===== config.mk =====
export PLATFORM = sky130hd
export DESIGN_NAME = spi_flash_cmd_ctrl
export DESIGN_NICKNAME = d
export VERILOG_FILES = /design/src/rtl/sfc_pkg.sv /design/src/rtl/sfc_rx.sv /design/src/rtl/sfc_tx.sv /design/src/rtl/sfc_countdown.sv /design/src/rtl/spi_flash_cmd_ctrl.sv
export SDC_FILE = /design/constraint.sdc
export NUM_CORES = 1
export LEC_CHECK = 0
export BUFFER_PORTS_ARGS = -buffer_cell sky130_fd_sc_hd__buf_4
export CORE_ASPECT_RATIO = 0.6
export CORE_UTILIZATION = 65
export CTS_BUF_LIST = sky130_fd_sc_hd__clkbuf_4 sky130_fd_sc_hd__clkbuf_8 sky130_fd_sc_hd__clkbuf_16
export DETAILED_ROUTE_END_ITERATION = 12
export PLACE_DENSITY = 0.81
export SLEW_MARGIN = 20
export SYNTH_ARGS = -nofsm -noshare
export SYNTH_HDL_FRONTEND = slang
export SYNTH_SLANG_ARGS = --single-unit

===== constraint.sdc =====
create_clock -name clk -period 3.8 [get_ports clk]
set_input_delay 0.38 -clock clk [delete_from_list [all_inputs] [get_ports clk]]
set_output_delay 0.38 -clock clk [all_outputs]
set_load 0.02 [all_outputs]

===== src/rtl/sfc_pkg.sv =====
package sfc_pkg;

    localparam logic [7:0] OP_WREN = 8'h06;
    localparam logic [7:0] OP_RDSR = 8'h05;
    localparam logic [7:0] OP_CE   = 8'hC7;
    localparam logic [7:0] OP_DP   = 8'hB9;
    localparam logic [7:0] OP_RES  = 8'hAB;

    localparam int OPCODE_BITS = 8;
    localparam int CNT_W       = 4;

    typedef enum logic [1:0] {
        PWR_ON    = 2'd0,
        PWR_ENTER = 2'd1,
        PWR_DOWN  = 2'd2,
        PWR_LEAVE = 2'd3
    } pwr_e;

    typedef struct packed {
        logic       fire;
        logic [7:0] op;
    } cmd_t;

    typedef struct packed {
        logic [2:0] bp;
        logic       wel;
        logic       wip;
    } stat_t;

    function automatic logic [7:0] pack_status(input stat_t s);
        return {3'b000, s.bp, s.wel, s.wip};
    endfunction

    // Saturates one past the opcode length so that overlong frames stay invalid
    function automatic logic [CNT_W-1:0] bit_cnt_next(input logic [CNT_W-1:0] c);
        return (c == CNT_W'(OPCODE_BITS + 1)) ? c : c + CNT_W'(1);
    endfunction

endpackage


===== src/rtl/sfc_rx.sv =====
module sfc_rx
    import sfc_pkg::*;
(
    input  logic       clk,
    input  logic       rst,
    input  logic       cs_n,
    input  logic       sck,
    input  logic       si,
    output cmd_t       cmd,
    output logic       byte_done,
    output logic [7:0] byte_val,
    output logic       sck_fall
);

    logic             sck_q;
    logic             cs_q;
    logic [7:0]       shreg;
    logic [CNT_W-1:0] cnt;
    logic             sck_rise;
    logic             cs_rise;

    assign sck_rise = sck & ~sck_q & ~cs_n;
    assign sck_fall = ~sck & sck_q & ~cs_n;
    assign cs_rise  = cs_n & ~cs_q;

    assign byte_val  = {shreg[6:0], si};
    assign byte_done = sck_rise && (cnt == CNT_W'(OPCODE_BITS - 1));

    assign cmd.fire = cs_rise && (cnt == CNT_W'(OPCODE_BITS));
    assign cmd.op   = shreg;

    always_ff @(posedge clk) begin
        if (rst) begin
            sck_q <= 1'b0;
            cs_q  <= 1'b1;
            shreg <= '0;
            cnt   <= '0;
        end else begin
            sck_q <= sck;
            cs_q  <= cs_n;
            if (cs_n) begin
                cnt <= '0;
            end else if (sck_rise) begin
                shreg <= {shreg[6:0], si};
                cnt   <= bit_cnt_next(cnt);
            end
        end
    end

endmodule


===== src/rtl/sfc_tx.sv =====
module sfc_tx (
    input  logic       clk,
    input  logic       rst,
    input  logic       cs_n,
    input  logic       start,
    input  logic       sck_fall,
    input  logic [7:0] stat_byte,
    output logic       so,
    output logic       so_oe
);

    logic       rd_mode;
    logic [2:0] idx;
    logic [7:0] snap;
    logic       so_q;

    assign so_oe = rd_mode & ~cs_n;
    assign so    = so_oe & so_q;

    always_ff @(posedge clk) begin
        if (rst) begin
            rd_mode <= 1'b0;
            idx     <= 3'd7;
            snap    <= '0;
            so_q    <= 1'b0;
        end else if (cs_n) begin
            rd_mode <= 1'b0;
            idx     <= 3'd7;
        end else begin
            if (start) begin
                rd_mode <= 1'b1;
            end
            if (rd_mode && sck_fall) begin
                if (idx == 3'd7) begin
                    snap <= stat_byte;
                    so_q <= stat_byte[7];
                end else begin
                    so_q <= snap[idx];
                end
                idx <= idx - 3'd1;
            end
        end
    end

endmodule


===== src/rtl/sfc_countdown.sv =====
module sfc_countdown #(
    parameter int W = 8
) (
    input  logic         clk,
    input  logic         rst,
    input  logic         load,
    input  logic [W-1:0] val,
    output logic         busy,
    output logic         done
);

    logic [W-1:0] cnt;

    assign busy = (cnt != '0);
    assign done = (cnt == W'(1));

    always_ff @(posedge clk) begin
        if (rst) begin
            cnt <= '0;
        end else if (load) begin
            cnt <= val;
        end else if (busy) begin
            cnt <= cnt - W'(1);
        end
    end

endmodule


===== src/rtl/spi_flash_cmd_ctrl.sv =====
module spi_flash_cmd_ctrl
    import sfc_pkg::*;
#(
    parameter int ERASE_CYCLES    = 100000,
    parameter int PD_ENTER_CYCLES = 64,
    parameter int PD_EXIT_CYCLES  = 64
) (
    input  logic       clk,
    input  logic       rst,
    input  logic       cs_n,
    input  logic       sck,
    input  logic       si,
    input  logic [2:0] bp_cfg,
    output logic       so,
    output logic       so_oe,
    output logic       array_clr,
    output logic       array_busy,
    output logic       pd_active
);

    localparam int EW   = $clog2(ERASE_CYCLES + 1);
    localparam int PMAX = (PD_ENTER_CYCLES > PD_EXIT_CYCLES) ? PD_ENTER_CYCLES : PD_EXIT_CYCLES;
    localparam int PW   = $clog2(PMAX + 1);

    cmd_t       cmd;
    logic       byte_done;
    logic [7:0] byte_val;
    logic       sck_fall;
    pwr_e       pst;
    logic       wel;
    logic       wip;
    logic       erase_done;
    logic       p_busy;
    logic       p_done;
    stat_t      stat;
    logic       idle_on;
    logic       ce_ok, wren_ok, dp_ok, res_ok, rd_start;
    logic       clr_q;

    sfc_rx u_rx (
        .clk      (clk),
        .rst      (rst),
        .cs_n     (cs_n),
        .sck      (sck),
        .si       (si),
        .cmd      (cmd),
        .byte_done(byte_done),
        .byte_val (byte_val),
        .sck_fall (sck_fall)
    );

    assign idle_on  = (pst == PWR_ON) && !wip;
    assign wren_ok  = cmd.fire && idle_on && (cmd.op == OP_WREN);
    assign dp_ok    = cmd.fire && idle_on && (cmd.op == OP_DP);
    assign ce_ok    = cmd.fire && idle_on && (cmd.op == OP_CE) && wel && (bp_cfg == 3'b000);
    assign res_ok   = cmd.fire && (pst == PWR_DOWN) && (cmd.op == OP_RES);
    assign rd_start = byte_done && (byte_val == OP_RDSR) && (pst == PWR_ON);

    sfc_countdown #(.W(EW)) u_erase_tmr (
        .clk (clk),
        .rst (rst),
        .load(ce_ok),
        .val (EW'(ERASE_CYCLES)),
        .busy(wip),
        .done(erase_done)
    );

    sfc_countdown #(.W(PW)) u_pwr_tmr (
        .clk (clk),
        .rst (rst),
        .load(dp_ok | res_ok),
        .val (dp_ok ? PW'(PD_ENTER_CYCLES) : PW'(PD_EXIT_CYCLES)),
        .busy(p_busy),
        .done(p_done)
    );

    always_ff @(posedge clk) begin
        if (rst) begin
            wel   <= 1'b0;
            clr_q <= 1'b0;
            pst   <= PWR_ON;
        end else begin
            clr_q <= ce_ok;
            if (ce_ok) begin
                wel <= 1'b0;
            end else if (wren_ok) begin
                wel <= 1'b1;
            end
            case (pst)
                PWR_ON:    if (dp_ok)  pst <= PWR_ENTER;
                PWR_ENTER: if (p_done) pst <= PWR_DOWN;
                PWR_DOWN:  if (res_ok) pst <= PWR_LEAVE;
                PWR_LEAVE: if (p_done) pst <= PWR_ON;
                default:               pst <= PWR_ON;
            endcase
        end
    end

    assign stat.bp  = bp_cfg;
    assign stat.wel = wel;
    assign stat.wip = wip;

    sfc_tx u_tx (
        .clk      (clk),
        .rst      (rst),
        .cs_n     (cs_n),
        .start    (rd_start),
        .sck_fall (sck_fall),
        .stat_byte(pack_status(stat)),
        .so       (so),
        .so_oe    (so_oe)
    );

    assign array_clr  = clr_q;
    assign array_busy = wip;
    assign pd_active  = (pst == PWR_DOWN) || (pst == PWR_LEAVE);

    logic unused_ok;
    assign unused_ok = erase_done ^ p_busy;

endmodule


* Word level (Yosys, flattened, before mapping)
Cells that the tools add are included.
** Storage, ports and cells
- Bits in registers :: 52
- Bits in latches :: 0
- Memory bits (writable) :: 0
- ROM bits :: 0
- Input port bits :: 8
- Output and inout bits :: 5
- Word-level logic and storage cells :: 92
- Memories :: 0
** Operators by class
- $add $sub $neg :: 4
- Multipliers :: 0
- Div/mod/pow operators :: 0
- Order comparisons :: 1
- Eq/ne operators :: 17
- Shifts and indexed selects :: 0
- Mux-type cells :: 12
- Bitwise logic cells :: 13
- Reductions and logical operators :: 30
** Operators with widths (count)
- $mux 17 :: 2
- $eq 8x8->1 const B :: 3
- $reduce_bool 17->1 :: 1
- $sub 17x1->17 const B :: 1
- $eq 8x3->1 const B :: 2
- $logic_and 1x1->1 :: 14
- $mux 7 :: 2
- $eq 4x4->1 const B :: 2
- $mux 2 :: 4
- $ne 2x2->1 const B :: 4
- $pmux 2 s4 :: 1
- $and 1x1->1 :: 7
- $eq 7x1->1 const B :: 1
- $reduce_bool 7->1 :: 1
- $sub 7x1->7 const B :: 1
- $reduce_and 2->1 :: 3
- $reduce_or 2->1 :: 3
- $not 1->1 :: 5
- $add 4x1->4 const B :: 1
- $eq 2x2->1 const B :: 2
- $eq 4x3->1 const B :: 1
- $lt 3x4->1 const B :: 1
- $reduce_and 4->1 :: 1
- $reduce_bool 2->1 :: 2
- other kinds (11) :: 12

* Longest topological paths before layout
- Depth after elaboration :: 8
- Mapped depth :: 8
- Gate-level depth less buffers :: 7

* By module
A second synthesis with hierarchy kept.
** Unflattened totals
- Cell total of the unflattened synthesis :: 351
- Area total of the unflattened synthesis :: 3031.7 um^2
** By module, submodules not included
- sfc_countdown at u_erase_tmr :: instances 1, cells an instance 107, area an instance 912.1 um^2, sequential area each 340.3 um^2
- sfc_rx :: instances 1, cells an instance 80, area an instance 648.1 um^2, sequential area each 280.3 um^2
- sfc_tx :: instances 1, cells an instance 68, area an instance 635.6 um^2, sequential area each 260.2 um^2
- sfc_countdown at u_pwr_tmr :: instances 1, cells an instance 52, area an instance 446.7 um^2, sequential area each 140.1 um^2
- spi_flash_cmd_ctrl :: instances 1, cells an instance 44, area an instance 389.1 um^2, sequential area each 80.1 um^2

* Worst setup path before layout
No wires, ideal clock.
- Path type :: flip-flop to flip-flop
- Start :: reg u_erase_tmr.cnt[3]
- End :: reg pst[0]
- Library setup time :: 0.119 ns
- Arrival :: 2.016 ns
- Required time :: 3.681 ns
- Path slack :: 1.666 ns
- Stages on the path, launching flop included :: 7
- Buffers on the path :: 1
- Clock period less this slack :: 2.134 ns
- Path through :: dfxtp_1 -> or4_4 -> or3_1 -> buf_6 -> o41ai_4 -> and4bb_2 -> nor3_2
** Between the ends
- Cells in the longest elaborated chain, start to end :: 7
** RTL lines
- from (decl) :: line sfc_countdown.sv:12 : logic [W-1:0] cnt;
- from (signal assigned) :: line sfc_countdown.sv:21 : cnt <= val;
- from (signal assigned) :: line sfc_countdown.sv:23 : cnt <= cnt - W'(1);
- $reduce_bool 17->1 :: line sfc_countdown.sv:14 : assign busy = (cnt != '0);
- $logic_not 1->1 :: line spi_flash_cmd_ctrl.sv:52 : assign idle_on = (pst == PWR_ON) && !wip;
- $logic_and 1x1->1 :: line spi_flash_cmd_ctrl.sv:52
- $logic_and 1x1->1 (2 in a row) :: line spi_flash_cmd_ctrl.sv:54 : assign dp_ok = cmd.fire && idle_on && (cmd.op == OP_DP);
- $ne 2x2->1 (no source line)
- $reduce_and 4->1 (no source line)
- to (signal assigned) :: line spi_flash_cmd_ctrl.sv:81 : pst <= PWR_ON;
- to (signal assigned) :: line spi_flash_cmd_ctrl.sv:90 : PWR_ON: if (dp_ok) pst <= PWR_ENTER;
- to (signal assigned) :: line spi_flash_cmd_ctrl.sv:91 : PWR_ENTER: if (p_done) pst <= PWR_DOWN;
- to (decl) :: line spi_flash_cmd_ctrl.sv:29 : pwr_e pst;
No other way between the ends.
A chain may end at the register's enable or synchronous reset.

* Worst setup path in the final report
- Start :: reg u_erase_tmr.cnt[0]
- End :: out array_busy
** Between the ends
- Cells in the longest elaborated chain, start to end :: 1
** RTL lines
- $reduce_bool 17->1 :: line sfc_countdown.sv:14
- to (decl) :: line spi_flash_cmd_ctrl.sv:17 : output logic array_busy,
No other way between the ends.

==> flow_summary.ini <==
[cts]
cts_inserted_buffers = 5
post_cts_buffers = 0
clkSlewWorstSetupHoldPaths_ns = 0.09
clock_sinks = 52
clockBufferDepth = 2
cts_tree = yes
cts_resized = 0
postCtsHoldBufs = 0
ctsRootBufferMaster = clkbuf_8
htreeDepth = 2
insertion_delay_ns = 0.31

[finish]
antenna-diode-count = 0
final_nets = 315
syn_to_final_growth_pct = 6.93
drive_gt1_frac = 0.116
n_fill_cell = 282
final_common_cell = dfxtp_1
final_cell_mix = 52 x dfxtp_1, 41 x nor2_1, 15 x ha_1

[floorplanning]
coreArea_um2 = 3740
die-height_um = 51.0
initial_utilization = 0.694
placement_rows = 17
dieArea_um2 = 4260
io_pins = 13
die_x_um = 83.6

[drt]
first_iter_violations = 81
vias_per_cell = 5.91
ant_nets = 0
vias = 2005
avgRoutedWirePerCell_um = 15.2
firstDrtPassIters = 4
drc = 0
wl_um = 5140

[power_and_ir_drop]
sw_frac_of_total = 0.412
total_leakage_power_nw = 1.10
pwr_density_cell_nw_per_um2 = 696
pwr-share-comb = 0.441
peakVddDrop_v = 0.000658
pwr-share-clk = 0.159
total_power_mw = 1.94
seqPwrFrac = 0.400
p_switching_mw = 0.798
p_int_mw = 1.14

[synth]
syn_inst = 281
synth_flop_cell = dfxtp_1
ys_seq_area_frac = 0.401
ys_warn_count = 0
ys_ff_latch = 52
synth.avg_cell_area_um2 = 9.25
ys_types = 52
synth_edf_count = 0
async_flop_share = 0
synth_area_leaders = dfxtp_1 40%, ha_1 7.2%, nor2_1 5.9%
synth_nets = 304
synth_top_area_share = 0.401
synth_area_um2 = 2600
yosysTopAreaCell = dfxtp_1

[timing]
slew_headroom = 0.273
period_minus_slack_ns = 2.50
fmaxAchievable_ghz = 0.399
tightest_slew_ns = 1.09
final_hold_viol_count = 0
finalSetupViolCount = 0
hold-worst-slack_ns = 0.304
slew_viol_final = 0
clock_skew_ns = 0.00523
tns_ns = 0
finalCritPeriodShare = 0.659
grt_setup_unrepaired = no
finalWorstSetupSlack_ns = 1.30

[grt]
grt_pass1_vias = 1823
overflow = 0
grt_usage = 0.263
grt_pass1_wl_um = 8630
antenna_found_initial = 0
grt_max_degree = 30

[setup_path]
worstPathArrival_ns = 2.12
crit_path_end_kind = output pin
path_class = flop to output pin
r2r-start = u_erase_tmr.cnt[3]$_SDFFE_PP0P_
worstRegToRegCells = 5
critical_path.max_fanout = 7
cp-start-kind = flop
ff2ff_setup_slack_ns = 1.45
worstReg2RegEnd = u_erase_tmr.cnt[9]$_SDFFE_PP0P_
crit_start = u_erase_tmr.cnt[0]$_SDFFE_PP0P_
cp.required_ns = 3.42

[outcome]
outcome = complete, no violations

[place]
place.gp.congestion = 0.797
post-place-ws_ns = 1.52
place_hpwl_um = 3730
io_buffers = 12

[min_path]
hp-class = input pin to flop
hold_depth = 2
hold_start = sck
min_to = u_rx.sck_q$_SDFF_PP0_

[run]
maxCapViolations = 0
==> critical path, cell delays in order, from the launching register on <==
cell	delay, ns
dfxtp_1	0.34
inv_1	0.08
ha_1	0.17
nor3b_1	0.44
and3_1	0.33
nand2_1	0.21
buf_4	0.23
==> power groups by stage <==
| stage | clock [mW] | combinational, mW | sequential, mW |
|---|---|---|---|
| floorplan | 0 | 0.702 | 0.760 |
| detailed placement | 0 | 0.839 | 0.784 |
| global placement | 0 | 0.824 | 0.779 |
| finish | 0.308 | 0.854 | 0.774 |
| global route | 0.326 | 0.963 | 0.792 |
| CTS | 0.306 | 0.848 | 0.772 |
==> cell type report <==
type | count | area (um^2) | area share
Clock buffer | 6 | 76.3 | 0.0275
Clock inverter | 1 | 5.00 | 0.00180
Inverter | 14 | 52.6 | 0.0189
Multi-Input combinational cell | 207 | 1460 | 0.524
Sequential cell | 52 | 1040 | 0.375
Tap cell | 47 | 58.8 | 0.0212
Timing Repair Buffer | 12 | 90.1 | 0.0324
==> Yosys cell counts (all sizes together), types with 5 or more instances <==
master / count
dfxtp: 52
nor2: 41
ha: 15
inv: 14
mux2i: 14
nand2: 14
nand4: 11
xor2: 11
a21oi: 10
nor3: 10
nand3: 9
xnor2: 7
a31oi: 6
clkbuf: 6
o21ai: 5
==> per-layer routing <==
metal  up-vias  GRT usage  routed length (um)
met5         -          0                   0
met4         0     0.0819                  64
met3         9     0.0598                 258
met2        57      0.398                2180
met1       917      0.375                2630
li1       1022          -                   -
==> through the flow <==
| step | util | instance area (um^2) | instances |
|---|---|---|---|
| 5_1_grt | 0.742 | 2780 | 339 |
| 6_report | 0.742 | 2780 | 339 |
| 4_1_cts | 0.742 | 2780 | 339 |
| 2_1_floorplan | - | 2600 | 281 |
| 3_5_place_dp | 0.721 | 2700 | 332 |
| 3_3_place_gp | 0.721 | 2700 | 332 |
==> cells by family (layout without fill, tap and decap cells) <==
group | Yosys count | count (layout) | synth area share
compound gates | 34 | 34 | 0.0924
buf+inv | 22 | 33 | 0.0414
mux | 15 | 15 | 0.0626
xor+xnor | 18 | 18 | 0.0607
flops | 52 | 52 | 0.401
simple gates | 125 | 125 | 0.270
fa+ha+maj | 15 | 15 | 0.0722
==> sequential cells by signal, summed over array words and instances, names as in the netlist <==
register,flops
u_erase_tmr.cnt,17
u_rx.shreg,8
u_pwr_tmr.cnt,7
u_tx.snap,5
u_rx.cnt,4
u_tx.idx,3
pst,2
array_clr,1
u_rx.cs_q,1
u_rx.sck_q,1
u_tx.rd_mode,1
u_tx.so_q,1
wel,1
==> worst max path at each step <==
| stage | endpoint | slack (ns) | cells past startpoint |
|---|---|---|---|
| finish | array_busy | 1.30 | 6 |
| global route | array_busy | 1.16 | 6 |
| CTS | array_busy | 1.33 | 6 |
| detailed placement | u_erase_tmr.cnt[0]$_SDFFE_PP0P_ | 1.52 | 5 |
| global placement | pst[0]$_SDFFE_PP0P_ | 1.57 | 5 |
| floorplan | pst[0]$_SDFFE_PP0P_ | 1.67 | 6 |
(Power assumes the default switching activity.)
